**src/rtl/mdio_poll_pkg.sv**
```systemverilog
package mdio_poll_pkg;

    localparam int PRE_BITS   = 32;
    localparam int HDR_BITS   = 14;
    localparam int TA_FIRST   = PRE_BITS + HDR_BITS;   // first released bit
    localparam int DATA_FIRST = TA_FIRST + 2;          // first sampled bit
    localparam int DATA_BITS  = 16;
    localparam int FRAME_BITS = DATA_FIRST + DATA_BITS;
    localparam int IDX_W      = $clog2(FRAME_BITS);

    localparam logic [3:0] SOF_READ = 4'b0110;         // start 01, read opcode 10

    typedef enum logic [1:0] {
        SEQ_IDLE,
        SEQ_FRAME,
        SEQ_DWELL
    } seq_state_e;

    typedef struct packed {
        logic [3:0] sof_op;
        logic [4:0] phy;
        logic [4:0] regad;
    } mgmt_hdr_t;

    // Division ratio for a rate code; code 3 falls back to the slow one.
    function automatic int pick_div(input logic [1:0] code,
                                    input int d_slow, input int d_mid, input int d_fast);
        case (code)
            2'd1:    return d_mid;
            2'd2:    return d_fast;
            default: return d_slow;
        endcase
    endfunction

    // Idle MDC periods after a frame; reserved codes use the longest gap.
    function automatic int unsigned dwell_len(input logic [2:0] code, input int shift);
        if (code == 3'd0)
            return 1;
        else if (code <= 3'd5)
            return 32'd1 << (shift + int'(code) - 1);
        else
            return 32'd1 << (shift + 4);
    endfunction

    // Value driven for a given frame bit position.
    function automatic logic frame_bit(input logic [IDX_W-1:0] idx, input mgmt_hdr_t hdr);
        int i;
        logic [3:0] pos;
        i = int'(idx);
        if (i < PRE_BITS) return 1'b1;
        if (i < TA_FIRST) begin
            pos = 4'(TA_FIRST - 1 - i);
            return hdr[pos];
        end
        return 1'b1;
    endfunction

endpackage

```
**src/rtl/mdio_mdc_gen.sv**
```systemverilog
module mdio_mdc_gen
    import mdio_poll_pkg::*;
#(
    parameter int DIV_SLOW = 20,
    parameter int DIV_MID  = 10,
    parameter int DIV_FAST = 5
) (
    input  logic       clk,
    input  logic       rst,
    input  logic [1:0] rate_sel,
    output logic       mdc,
    output logic       rise_tick,
    output logic       fall_tick
);
    localparam int DMAX = (DIV_SLOW > DIV_MID) ?
                          ((DIV_SLOW > DIV_FAST) ? DIV_SLOW : DIV_FAST) :
                          ((DIV_MID > DIV_FAST) ? DIV_MID : DIV_FAST);
    localparam int CW = $clog2(DMAX + 1);

    logic [CW-1:0] cnt_q, div_q, high_len;

    // high phase takes the larger half of an odd ratio
    assign high_len  = div_q - (div_q >> 1);
    assign rise_tick = (cnt_q >= div_q - CW'(1));
    assign fall_tick = !rise_tick && (cnt_q == high_len - CW'(1));

    always_ff @(posedge clk) begin
        if (rst) begin
            // start in the low phase, so the first event is a rising edge
            cnt_q <= CW'(DIV_SLOW - DIV_SLOW / 2);
            div_q <= CW'(DIV_SLOW);
            mdc   <= 1'b0;
        end else if (rise_tick) begin
            cnt_q <= '0;
            div_q <= CW'(pick_div(rate_sel, DIV_SLOW, DIV_MID, DIV_FAST));
            mdc   <= 1'b1;
        end else begin
            cnt_q <= cnt_q + CW'(1);
            if (fall_tick) mdc <= 1'b0;
        end
    end

endmodule

```
**src/rtl/mdio_dwell_timer.sv**
```systemverilog
module mdio_dwell_timer
    import mdio_poll_pkg::*;
#(
    parameter int DWELL_SHIFT = 7
) (
    input  logic       clk,
    input  logic       rst,
    input  logic       load,
    input  logic       abort,
    input  logic [2:0] code,
    input  logic       step,
    output logic       expire
);
    localparam int DW = DWELL_SHIFT + 5;

    logic [DW-1:0] left_q;
    logic          run_q;

    assign expire = run_q && step && (left_q == DW'(1));

    always_ff @(posedge clk) begin
        if (rst || abort) begin
            run_q  <= 1'b0;
            left_q <= '0;
        end else if (load) begin
            run_q  <= 1'b1;
            left_q <= DW'(dwell_len(code, DWELL_SHIFT));
        end else if (run_q && step) begin
            left_q <= left_q - DW'(1);
            if (left_q == DW'(1)) run_q <= 1'b0;
        end
    end

endmodule

```
**src/rtl/mdio_frame_seq.sv**
```systemverilog
module mdio_frame_seq
    import mdio_poll_pkg::*;
(
    input  logic                 clk,
    input  logic                 rst,
    input  logic                 poll_en,
    input  logic [4:0]           phy_addr,
    input  logic [4:0]           reg_addr,
    input  logic                 rise_tick,
    input  logic                 fall_tick,
    input  logic                 mdio_in,
    input  logic                 dwell_expire,
    output logic                 mdio_out,
    output logic                 mdio_oe,
    output logic [DATA_BITS-1:0] rd_data,
    output logic                 rd_valid,
    output logic                 dwell_load,
    output logic                 dwell_abort
);
    seq_state_e           st_q;
    logic [IDX_W-1:0]     idx_q;
    mgmt_hdr_t            hdr_q;
    logic [DATA_BITS-2:0] sh_q;
    logic                 last_bit;

    assign last_bit    = (idx_q == IDX_W'(FRAME_BITS - 1));
    assign dwell_load  = (st_q == SEQ_FRAME) && rise_tick && last_bit && poll_en;
    assign dwell_abort = (st_q == SEQ_DWELL) && !poll_en;

    always_ff @(posedge clk) begin
        if (rst) begin
            st_q     <= SEQ_IDLE;
            idx_q    <= '0;
            hdr_q    <= '0;
            sh_q     <= '0;
            mdio_out <= 1'b1;
            mdio_oe  <= 1'b0;
            rd_data  <= '0;
            rd_valid <= 1'b0;
        end else begin
            rd_valid <= 1'b0;
            case (st_q)
                SEQ_IDLE: begin
                    // only an enabled engine starts, on a falling edge
                    if (fall_tick && poll_en) begin
                        st_q     <= SEQ_FRAME;
                        idx_q    <= '0;
                        hdr_q    <= '{sof_op: SOF_READ, phy: phy_addr, regad: reg_addr};
                        mdio_out <= 1'b1;
                        mdio_oe  <= 1'b1;
                    end
                end
                SEQ_FRAME: begin
                    if (fall_tick) begin
                        mdio_out <= frame_bit(idx_q, hdr_q);
                        mdio_oe  <= (idx_q < IDX_W'(TA_FIRST));         // release
                    end
                    if (rise_tick) begin
                        if (idx_q >= IDX_W'(DATA_FIRST))
                            sh_q <= {sh_q[DATA_BITS-3:0], mdio_in};
                        if (last_bit) begin
                            rd_data  <= {sh_q, mdio_in};
                            rd_valid <= 1'b1;
                            idx_q    <= '0;
                            st_q     <= poll_en ? SEQ_DWELL : SEQ_IDLE;
                        end else begin
                            idx_q <= idx_q + IDX_W'(1);
                        end
                    end
                end
                SEQ_DWELL: begin
                    if (!poll_en || dwell_expire) st_q <= SEQ_IDLE;
                end
                default: st_q <= SEQ_IDLE;
            endcase
        end
    end

endmodule

```
**src/rtl/mdio_poll_engine.sv**
```systemverilog
module mdio_poll_engine
    import mdio_poll_pkg::*;
#(
    parameter int DIV_SLOW    = 20,
    parameter int DIV_MID     = 10,
    parameter int DIV_FAST    = 5,
    parameter int DWELL_SHIFT = 7
) (
    input  logic        clk,
    input  logic        rst,
    input  logic [1:0]  rate_sel,
    input  logic [2:0]  dwell_sel,
    input  logic        poll_en,
    input  logic [4:0]  phy_addr,
    input  logic [4:0]  reg_addr,
    output logic        mdc,
    output logic        mdio_out,
    output logic        mdio_oe,
    input  logic        mdio_in,
    output logic [15:0] rd_data,
    output logic        rd_valid
);
    logic rise_tick, fall_tick;
    logic dwell_load, dwell_abort, dwell_expire;

    mdio_mdc_gen #(
        .DIV_SLOW (DIV_SLOW),
        .DIV_MID  (DIV_MID),
        .DIV_FAST (DIV_FAST)
    ) u_clk (
        .clk       (clk),
        .rst       (rst),
        .rate_sel  (rate_sel),
        .mdc       (mdc),
        .rise_tick (rise_tick),
        .fall_tick (fall_tick)
    );

    mdio_dwell_timer #(
        .DWELL_SHIFT (DWELL_SHIFT)
    ) u_gap (
        .clk    (clk),
        .rst    (rst),
        .load   (dwell_load),
        .abort  (dwell_abort),
        .code   (dwell_sel),
        .step   (rise_tick),
        .expire (dwell_expire)
    );

    mdio_frame_seq u_seq (
        .clk          (clk),
        .rst          (rst),
        .poll_en      (poll_en),
        .phy_addr     (phy_addr),
        .reg_addr     (reg_addr),
        .rise_tick    (rise_tick),
        .fall_tick    (fall_tick),
        .mdio_in      (mdio_in),
        .dwell_expire (dwell_expire),
        .mdio_out     (mdio_out),
        .mdio_oe      (mdio_oe),
        .rd_data      (rd_data),
        .rd_valid     (rd_valid),
        .dwell_load   (dwell_load),
        .dwell_abort  (dwell_abort)
    );

endmodule

```
**config.mk**
```make
export PLATFORM = sky130hd
export DESIGN_NAME = mdio_poll_engine
export DESIGN_NICKNAME = d
export VERILOG_FILES = /design/src/rtl/mdio_poll_pkg.sv /design/src/rtl/mdio_mdc_gen.sv /design/src/rtl/mdio_dwell_timer.sv /design/src/rtl/mdio_frame_seq.sv /design/src/rtl/mdio_poll_engine.sv
export SDC_FILE = /design/constraint.sdc
export NUM_CORES = 1
export LEC_CHECK = 0
export BUFFER_PORTS_ARGS = -buffer_cell sky130_fd_sc_hd__buf_2
export CORE_MARGIN = 8
export CORE_UTILIZATION = 45
export DETAILED_ROUTE_END_ITERATION = 10
export HOLD_SLACK_MARGIN = 0.12
export SYNTH_ARGS = -nofsm -noshare
export SYNTH_HDL_FRONTEND = slang
export SYNTH_HIERARCHICAL = 1
export SYNTH_SLANG_ARGS = --single-unit
```
**constraint.sdc**
```tcl
create_clock -name clk -period 6.6 [get_ports clk]
set_input_delay 0.33 -clock clk [delete_from_list [all_inputs] [get_ports clk]]
set_output_delay 0.33 -clock clk [all_outputs]
set_load 0.03 [all_outputs]
```
==> run metrics, run 1 <==
hold_buf cts=0; global route overflow=0; worst rel slew slack=between 30% and 40%; WP data arrival=between 4 and 5 ns; Reg power frac=a little over two fifths; Setup CP Type=reg2reg; Simple-Gate Fraction of Synth Area=25.3%; Synth Warn #=6; clk sinks=76; clock buffer depth=2; vias per cell=between 5 and 6; Hold WS=0.213 ns; # port buffers=38; Vias=about 3.3k; mapped cell area=just under 4000 sq um; 1st-pass router iterations=4; count of flip-flops with a built-in enable after synthesis=0; Final Slew Violations=0; WP data required=slightly below 7 ns; static leakage=1.69 nW; share of power burned in combinational logic=between 20 and 25%; area delta synth->final=11.7%; vias in the first global route=3152; post-synthesis sequential area ratio=between 30% and 40%; Clock transition at path regs=around 0.090 ns; core area=8590 sq um; Max Cap Viol=0; initial core utilization=45.5%; Resize count post-CTS=0; Placement Setup Slack=about 2 ns; Net Sw Frac=approximately 29%; CTS Root Cell=clkbuf_8; CP Cell Sequence=inv_1, ha_1, o21ai_0, xnor2_1, ha_1, nand2_1, o21ai_2, nand3b_4, nor3_4, and2_1, nor4bb_1, nor4b_1, o21ai_0, a21oi_1; sum of negative setup slack=0 ns; VDD IR max=approximately 0.00012 V; footprint of the multi-input gates=between 2000 and 2500 sq um; R2R Path Start=u_clk/div_q[3]; antenna violations before repair=0; synth top area cells=dfxtp_1 (39%), nand2_1 (9.4%), a21oi_1 (7.7%); Pint=841 uW; Synth Instances=470; Setup Viol. Count Final=0; IO Pins=39; Final min period=~4.5 ns; Synth Area per Inst=about 8.3 sq um; # diodes=0; flop2flop setup slack=roughly 2.1 ns; Seq cells post-synth=76; nets@finish=543; Synth Net Count=between 500 and 600; DRT iter0 DRCs=110; Total GRT Usage=14.9%; ANT nets after route=0; worst skew pair latency=between 0.3 and 0.4 ns; startpoint types=flip-flop; Post-DP HPWL=around 6.0 mm; clk_skew=roughly 0.0095 ns; dominant synthesized flop cell=dfxtp_1; Util after Layout=50.9%; worst-margin pin slew=around 0.95 ns; crit-path max FO=18; Clock power frac=35.9%; Num CTS Buffers=9; footprint of the flip-flops and latches=roughly 1500 sq um; crit path launch=u_clk/div_q[3]; Inst Count DP=between 500 and 600; slowest CP cell=nor3_4; chip width=around 110 um; Yosys top cell by area=dfxtp_1; Synth top area share=between 30% and 40%; worst setup margin=about 2.1 ns; Critical Path End Type=flip-flop; post-synthesis async set-or-reset flop share=0%; Post-CTS Setup Bufs=0; die height=between 100 and 150 um; multiplexer area fraction after synthesis=roughly 1.9%; Filler Cell Count=866; Compound-Gate Fraction of Synth Area=between 10% and 20%; Final Non-Filler Cells=611; Slowest Stage Delay on Critical Path=0.63 ns; largest net degree at the start of global routing=65; CTS tree=built; first-pass GRT wire length=approximately 14 mm; share of cells above drive strength 1=between 10 and 15%; CTS H-tree depth=3; DR WL/cell=around 14 um; reported net switching power=347 uW; Rows=34; period utilization=68.7%; Fin. Hold Viols=0; status=complete, no violations; Hold WC Path Type=in2reg; largest family of logic cells by synthesized area=simple AND/OR/NAND/NOR gates; GP Congestion=0.804; DRC Markers=0; RSZ-0062 raised after global routing=no; total wire length=8.51 mm; die area=about 12000 sq um; P per Cell Area=between 200 and 300 nW/um^2; Cell variety after synth=72; Post-Synth XOR/XNOR Area=3.58%; Hold Crit Start=phy_addr[2]; Post-Synth Adder-Cell Area=under 10%; Max Fclk=221 MHz
[per-stage QoR]
| stage | cell area [sq um] | power (mW) |
|---|---|---|
| finish | 4370 | 1.19 |
| detailed placement | 4140 | 0.776 |
| CTS | 4370 | 1.20 |
| floorplan | 3910 | 0.728 |
| global route | 4370 | 1.26 |
| global placement | 4140 | 0.770 |
[power by group through the flow]
stage	clock network, mW	logic (mW)	registers, mW
after global routing	0.462	0.279	0.523
after floorplan	0	0.203	0.524
after CTS	0.438	0.249	0.518
after global placement	0	0.242	0.528
final	0.426	0.245	0.518
after detailed placement	0	0.247	0.529
[cell usage in the layout, fill, tap and decap left out, types with 4 or more instances in the layout]
| cell type | count |
|---|---|
| inv_1 | 19 |
| nor2_1 | 24 |
| a21oi_1 | 60 |
| nor3b_1 | 5 |
| dfxtp_1 | 76 |
| nor4_1 | 7 |
| nand2_1 | 98 |
| xnor2_1 | 12 |
| ha_1 | 23 |
| nand3_1 | 8 |
| a31oi_1 | 10 |
| buf_2 | 38 |
| o21ai_0 | 13 |
| and3_1 | 4 |
| clkbuf_8 | 9 |
| mux2i_1 | 4 |
| nor3_1 | 11 |
| xor2_1 | 4 |
| nand2b_1 | 6 |
[registers in the layout, summed over array words and instances, names as in the netlist]
name            cells
u_seq/hdr_q        11
u_seq/rd_valid      1
u_clk/mdc           1
u_gap/left_q       12
u_seq/mdio_out      1
u_seq/st_q          2
u_seq/rd_data      16
u_seq/sh_q         15
u_seq/mdio_oe       1
u_clk/div_q         4
u_seq/idx_q         6
u_gap/run_q         1
u_clk/cnt_q         5
[path summary, 6_finish.rpt]
kind / to / depth (start not counted)
max: u_gap/left_q[6] / 14
min: u_seq/hdr_q[7] / 3
max reg2reg: u_gap/left_q[6] / 14
min reg2reg: u_seq/rd_data[9] / 2
[metal layers]
metal,track usage [%],vias to the layer above,part of all wire [%]
met3,4.20,4,5.5
li1,-,1709,-
met1,19.4,1550,50
met5,0,-,0
met2,23.2,66,44
met4,4.92,0,0.65
[cell usage after synthesis (all sizes together) (3+ instances only)]
library cell and instances:
nand2 98, dfxtp 76, a21oi 60, nor2 24, ha 23, inv 20, o21ai 17, nor3 13
xnor2 12, clkbuf 11, a31oi 10, buf 10, nand3 9, nor4 8, nand2b 6, nor3b 5
and2 4, and3 4, mux2i 4, o311ai 4, xor2 4, a21o 3, nand4 3, nor4bb 3
[layout make-up]
type / instances / share of cell area, %
multi-input combinational: 353 / 50.5
sequential: 76 / 34.8
timing repair buffer: 39 / 4.52
tap: 108 / 3.09
clock buffer: 9 / 2.83
clock inverter: 6 / 2.58
inverter: 20 / 1.72
[cell families (layout without fill, tap and decap cells)]
logic type	after synthesis	count (layout)
and+or+nand+nor	194	194
AOI/OAI and AO/OA	112	112
DFF	76	76
buffers and inverters	41	74
adders and majority gates	25	25
xor gates and xnor gates	16	16
muxes	6	6
[critical path, delay by kind of cell (launching register included)]
| kind | cells | cell delay [ns] |
|---|---|---|
| compound gates | 4 | 1.09 |
| xor+xnor | 1 | 0.09 |
| fa+ha+maj | 2 | 0.54 |
| buf+inv | 1 | 0.19 |
| flops | 1 | 0.42 |
| simple gates | 6 | 2.13 |
(Power assumes the default switching activity.)
==> run 2, diff against run 1 <==
Settings changed: ABC_AREA set to 1, PLACE_DENSITY set to 0.66.
Clock period 6.6 ns to 3.7 ns, I/O delays scaled along.
==> run metrics, run 2 <==
status=complete, no violations; Post-DP HPWL=6.50 mm; Rows=35; largest net degree at the start of global routing=between 40 and 50; Max Cap Viol=0; sum of negative setup slack=0 ns; Vias=around 3.7k; Final Non-Filler Cells=~740; Net Sw Frac=between 40% and 50%; CP Cell Sequence=inv_1, ha_1, o21ai_0, xor2_1, ha_1, nand2_1, nor2_2, nand2_2, nand3_4, nand2_4, nor2_8, nand2_1, inv_1, inv_4, nand2_4, inv_1, nor2_1, a21oi_1; most frequent cells in the layout=nand2_1 (109), nor2_1 (78), dfxtp_1 (76); core area=9060 sq um; mapped cell area=4120 sq um; Final Slew Violations=0; worst skew pair latency=~0.36 ns; Hold WC Path Type=in2reg; 1st-pass router iterations=5; GP Congestion=~0.89; Slowest Stage Delay on Critical Path=about 0.47 ns; Synth top area share=about 37%; share of power burned in combinational logic=a little under two fifths; nets@finish=670; Max Fclk=about 300 MHz; Cell variety after synth=40; Commonest cells post-synth=nand2_1 (109), nor2_1 (78), dfxtp_1 (76); Most flops, register=u_seq/rd_data; clk_skew=0.0123 ns; Filler Cell Count=between 900 and 1k; total power=about 2.6 mW; clock buffer depth=2; RSZ-0062 raised after global routing=no; Pint=1.54 mW; Critical Path End Type=flip-flop; # port buffers=38; total wire length=around 9 mm; period utilization=about 90%; Clock power frac=between 20% and 30%; Placement Setup Slack=around 0.41 ns; footprint of the multi-input gates=about 2200 sq um; initial core utilization=~45%; reported net switching power=1.08 mW; clk sinks=76; Total GRT Usage=14.5%; Synth Warn #=6; post-synthesis sequential area ratio=between 30% and 40%; CTS Root Cell=clkbuf_8; Post-CTS Setup Bufs=0; fin area=between 4000 and 5000 sq um; Reg power frac=between 30% and 40%; Setup CP Type=reg2reg; WP data arrival=3.57 ns; static leakage=roughly 2.3 nW; worst-margin pin slew=1.22 ns; max FFs per register=16; CP Buf/Inv Count=4; Seq cells post-synth=76; dpl cell area=approximately 4400 sq um; antenna violations before repair=0; Setup Viol. Count Final=0; post-synthesis async set-or-reset flop share=0%; footprint of the flip-flops and latches=~1500 sq um; vias per cell=between 4 and 5; Inst Count DP=between 700 and 800; first-pass GRT wire length=15.3 mm; Final min period=~3.3 ns; most used cell, CP=inv_1; share of cells above drive strength 1=between 10% and 20%; biggest regs=u_seq/rd_data: 16 flops, u_seq/sh_q: 15 flops, u_gap/left_q: 12 flops; Synth Instances=around 580; Fin. Hold Viols=0; DR WL/cell=11.8 um; startpoint types=flip-flop; DRC Markers=0; synth top area cells=dfxtp_1 (37%), nand2_1 (9.9%), nor2_1 (7.1%); worst setup margin=roughly 0.38 ns; commonest non-fill, non-tap cell in the layout=nand2_1; Util after Layout=51.3%; die height=112 um; CTS tree=built; IO Pins=39; Synth Area per Inst=7.09 sq um; CTS H-tree depth=3; most frequent cell after synthesis=nand2_1; Synth Net Count=625; DRT iter0 DRCs=151; slowest CP cell=dfxtp_1; Num CTS Buffers=9; Yosys top cell by area=dfxtp_1; count of flip-flops with a built-in enable after synthesis=0; global route overflow=0; WP data required=about 4.0 ns; chip width=112 um; Clock transition at path regs=~0.090 ns; CP top delay family=simple AND/OR/NAND/NOR gates; ANT nets after route=0; VDD IR max=0.000233 V; area delta synth->final=12.9%; Hold WS=between 0.1 and 0.15 ns; worst rel slew slack=a little under a fifth; # diodes=0; P per Cell Area=about 560 nW/um^2; dominant synthesized flop cell=dfxtp_1; die area=12500 sq um; vias in the first global route=around 3.5k; crit-path max FO=18
## run 2: changes by cell type after synthesis, sizes merged, moves of 9 or more
cell	previous run	this run
nand3	9	46
o21ai	17	61
nand2	98	121
inv	20	82
xnor2	12	1
a31oi	10	1
a21oi	60	41
nor2	24	88
## run 2: power by group through the flow
stage / Combinational, mW / Sequential, mW / Clock, mW
final: 0.996 / 1.02 / 0.606
after global routing: 1.16 / 1.03 / 0.664
after CTS: 1.01 / 1.01 / 0.635
after detailed placement: 0.991 / 1.03 / 0
after global placement: 0.968 / 1.03 / 0
after floorplan: 0.783 / 1.02 / 0
## run 2: repair_timing
action / CTS / global route
gates resized for setup: 0 / 0
hold endpoints to repair: 10 / 0
hold buffers: 9 / 0
## run 2: metal layers
metal / part of all wire (%) / GRT usage (%) / up-vias
met5: 0 / 0 / -
met4: 2.0 / 6.93 / 0
met3: 3.3 / 2.76 / 12
met2: 48 / 24.6 / 62
met1: 46 / 17.3 / 1656
li1: - / - / 1953
## run 2: worst paths after layout
check / startpoint / end / slack (ns) / depth (start not counted)
min reg2reg: u_seq/hdr_q[3] / u_seq/hdr_q[3] / 0.46 / 2
max reg2reg: u_clk/div_q[3] / u_gap/left_q[10] / 0.38 / 18
max: u_clk/div_q[3] / u_gap/left_q[10] / 0.38 / 18
min: rst / u_seq/st_q[1] / 0.15 / 2
## run 2: cell families after synthesis
family,after synthesis,synth area share (%)
AO/OA/AOI/OAI,107,13.6
AND/OR/NAND/NOR,270,30.5
flip-flops,76,36.9
buffers and inverters,98,9.93
adder cells (fa/ha/maj),25,7.96
XOR/XNOR,5,1.06
## run 2: final cells by class
class                           instances  area share, %
Sequential cell                        76           32.7
Tap cell                              111           2.99
Clock buffer                            9           2.66
Multi-Input combinational cell        407           47.1
Inverter                               84           6.99
Timing Repair Buffer                   48           6.19
Clock inverter                          7           1.40
## run 2: worst register-to-register path: cells and delay by family (launching register included)
| family | cells | cell delay (ns) |
|---|---|---|
| AOI/OAI and AO/OA | 2 | 0.28 |
| xor gates and xnor gates | 1 | 0.10 |
| adders and majority gates | 2 | 0.55 |
| buffers and inverters | 4 | 0.66 |
| DFF | 1 | 0.47 |
| and+or+nand+nor | 9 | 1.17 |
==> run 3, diff against run 2 <==
Settings changed: CORE_MARGIN 8 to unset.
==> run metrics, run 3 (same netlist as run 2, synthesis figures left out) <==
status=complete, but fails checks; failing checks=design-rule violations; static leakage=between 2 and 2.5 nW; antenna violations before repair=0; startpoint types=flip-flop; die area=9540 sq um; CTS H-tree depth=3; Clock power frac=23.5%; reported net switching power=~1.1 mW; total power=around 2.6 mW; P per Cell Area=~560 nW/um^2; period utilization=between 80% and 90%; Pint=~1.5 mW; 1st-pass router iterations=7; Most flops, register=u_seq/rd_data; Max Cap Viol=0; Hold WS=between 0.1 and 0.15 ns; WP data arrival=between 3 and 4 ns; # port buffers=38; most frequent cells in the layout=nand2_1 (109), nor2_1 (78), dfxtp_1 (76); Reg power frac=between 30% and 40%; sum of negative setup slack=0 ns; clk sinks=76; Net Sw Frac=roughly two fifths; CTS tree=built; Util after Layout=around 53%; Fin. Hold Viols=0; Post-DP HPWL=around 6.2 mm; IO Pins=39; chip width=between 90 and 100 um; Post-CTS Setup Bufs=0; share of cells above drive strength 1=approximately 15%; crit-path max FO=18; max FFs per register=16; Setup Viol. Count Final=0; initial core utilization=between 40% and 50%; ANT nets after route=0; GP Congestion=approximately 0.86; total wire length=roughly 8.6 mm; worst rel slew slack=21.8%; die height=between 90 and 100 um; Num CTS Buffers=9; commonest non-fill, non-tap cell in the layout=nand2_1; Total GRT Usage=roughly 19%; DRC Markers=4; biggest regs=u_seq/rd_data: 16 flops, u_seq/sh_q: 15 flops, u_gap/left_q: 12 flops; VDD IR max=between 0.0002 and 0.0003 V; Final min period=between 3 and 4 ns; worst skew pair latency=approximately 0.35 ns; Hold WC Path Type=in2reg; first-pass GRT wire length=15.1 mm; RSZ-0062 raised after global routing=no; Clock transition at path regs=approximately 0.09 ns; clock buffer depth=2; Vias=approximately 3.6k; core area=around 9000 sq um; worst-margin pin slew=1.17 ns; # diodes=0; nets@finish=670; Critical Path End Type=flip-flop; DRT iter0 DRCs=about 180; Rows=34; Setup CP Type=reg2reg; DR WL/cell=between 10 and 15 um; vias in the first global route=about 3.5k; vias per cell=between 4 and 5; clk_skew=between 0.01 and 0.015 ns; share of power burned in combinational logic=38.0%; area delta synth->final=13.0%; Max Fclk=305 MHz; global route overflow=0; Final Slew Violations=0; CTS Root Cell=clkbuf_8; largest net degree at the start of global routing=between 40 and 50; WP data required=just under 4 ns
==> run 3: changes by cell type in the layout (fill, tap and decap cells not counted), sizes merged <==
cell / change
buf: -1
dlygate4sd3: +1
==> run 3: routing by layer <==
layer / part of all wire (%) / global-route usage (%)
met1: 49 / 24.9
met2: 46 / 32.4
met3: 3.2 / 3.31
met4: 0.91 / 7.23
met5: 0 / 0
==> run 3: timing repair <==
item                                    in CTS  in global routing
gates resized for setup                      0                  1
endpoints found under the hold margin       11                  0
hold buffers                                10                  0
endpoints found under the setup margin       0                  1
==> run 3: cell type report <==
class	count	area [sq um]
Clock buffer	9	124
Clock inverter	7	65.1
Fill cell	877	4150
Inverter	84	325
Multi-Input combinational cell	407	2190
Sequential cell	76	1520
Tap cell	108	135
Timing Repair Buffer	48	290
==> run 3: final timing paths <==
check / from / endpoint / slack [ns] / cells past startpoint
max: u_clk/div_q[3] / u_gap/left_q[11] / 0.42 / 18
max reg2reg: u_clk/div_q[3] / u_gap/left_q[11] / 0.42 / 18
min: rst / u_seq/hdr_q[11] / 0.13 / 2
min reg2reg: u_seq/hdr_q[8] / u_seq/hdr_q[8] / 0.46 / 2
==> run 3: per-stage QoR <==
| stage | cells | setup slack, ns | instance area [sq um] |
|---|---|---|---|
| floorplan | 581 | 0.845 | 4120 |
| global placement | 713 | 0.489 | 4360 |
| detailed placement | 713 | 0.356 | 4360 |
| CTS | 739 | 0.342 | 4650 |
| global route | 739 | 0.0713 | 4660 |
| finish | 739 | 0.424 | 4660 |
==> run 3: power groups by stage <==
stage	registers [mW]	clock network [mW]	logic, mW
6_report	1.01	0.614	0.993
5_1_grt	1.02	0.672	1.16
4_1_cts	1.01	0.639	1.00
3_5_place_dp	1.03	0	0.987
3_3_place_gp	1.03	0	0.962
2_1_floorplan	1.02	0	0.783
==> run 3: worst max-delay path: stages, from the launching register on <==
cell and delay (ns):
dfxtp_1 0.44, inv_1 0.17, ha_1 0.24, o21ai_0 0.20, xor2_1 0.09, ha_1 0.31, nand2_1 0.09, nor2_2 0.12
nand2_2 0.07, nand3_4 0.14, nand2_4 0.11, nor2_8 0.20, nand2_1 0.09, inv_1 0.23, inv_4 0.15, nand2_4 0.19
inv_1 0.11, nor2_1 0.12, a21oi_1 0.07
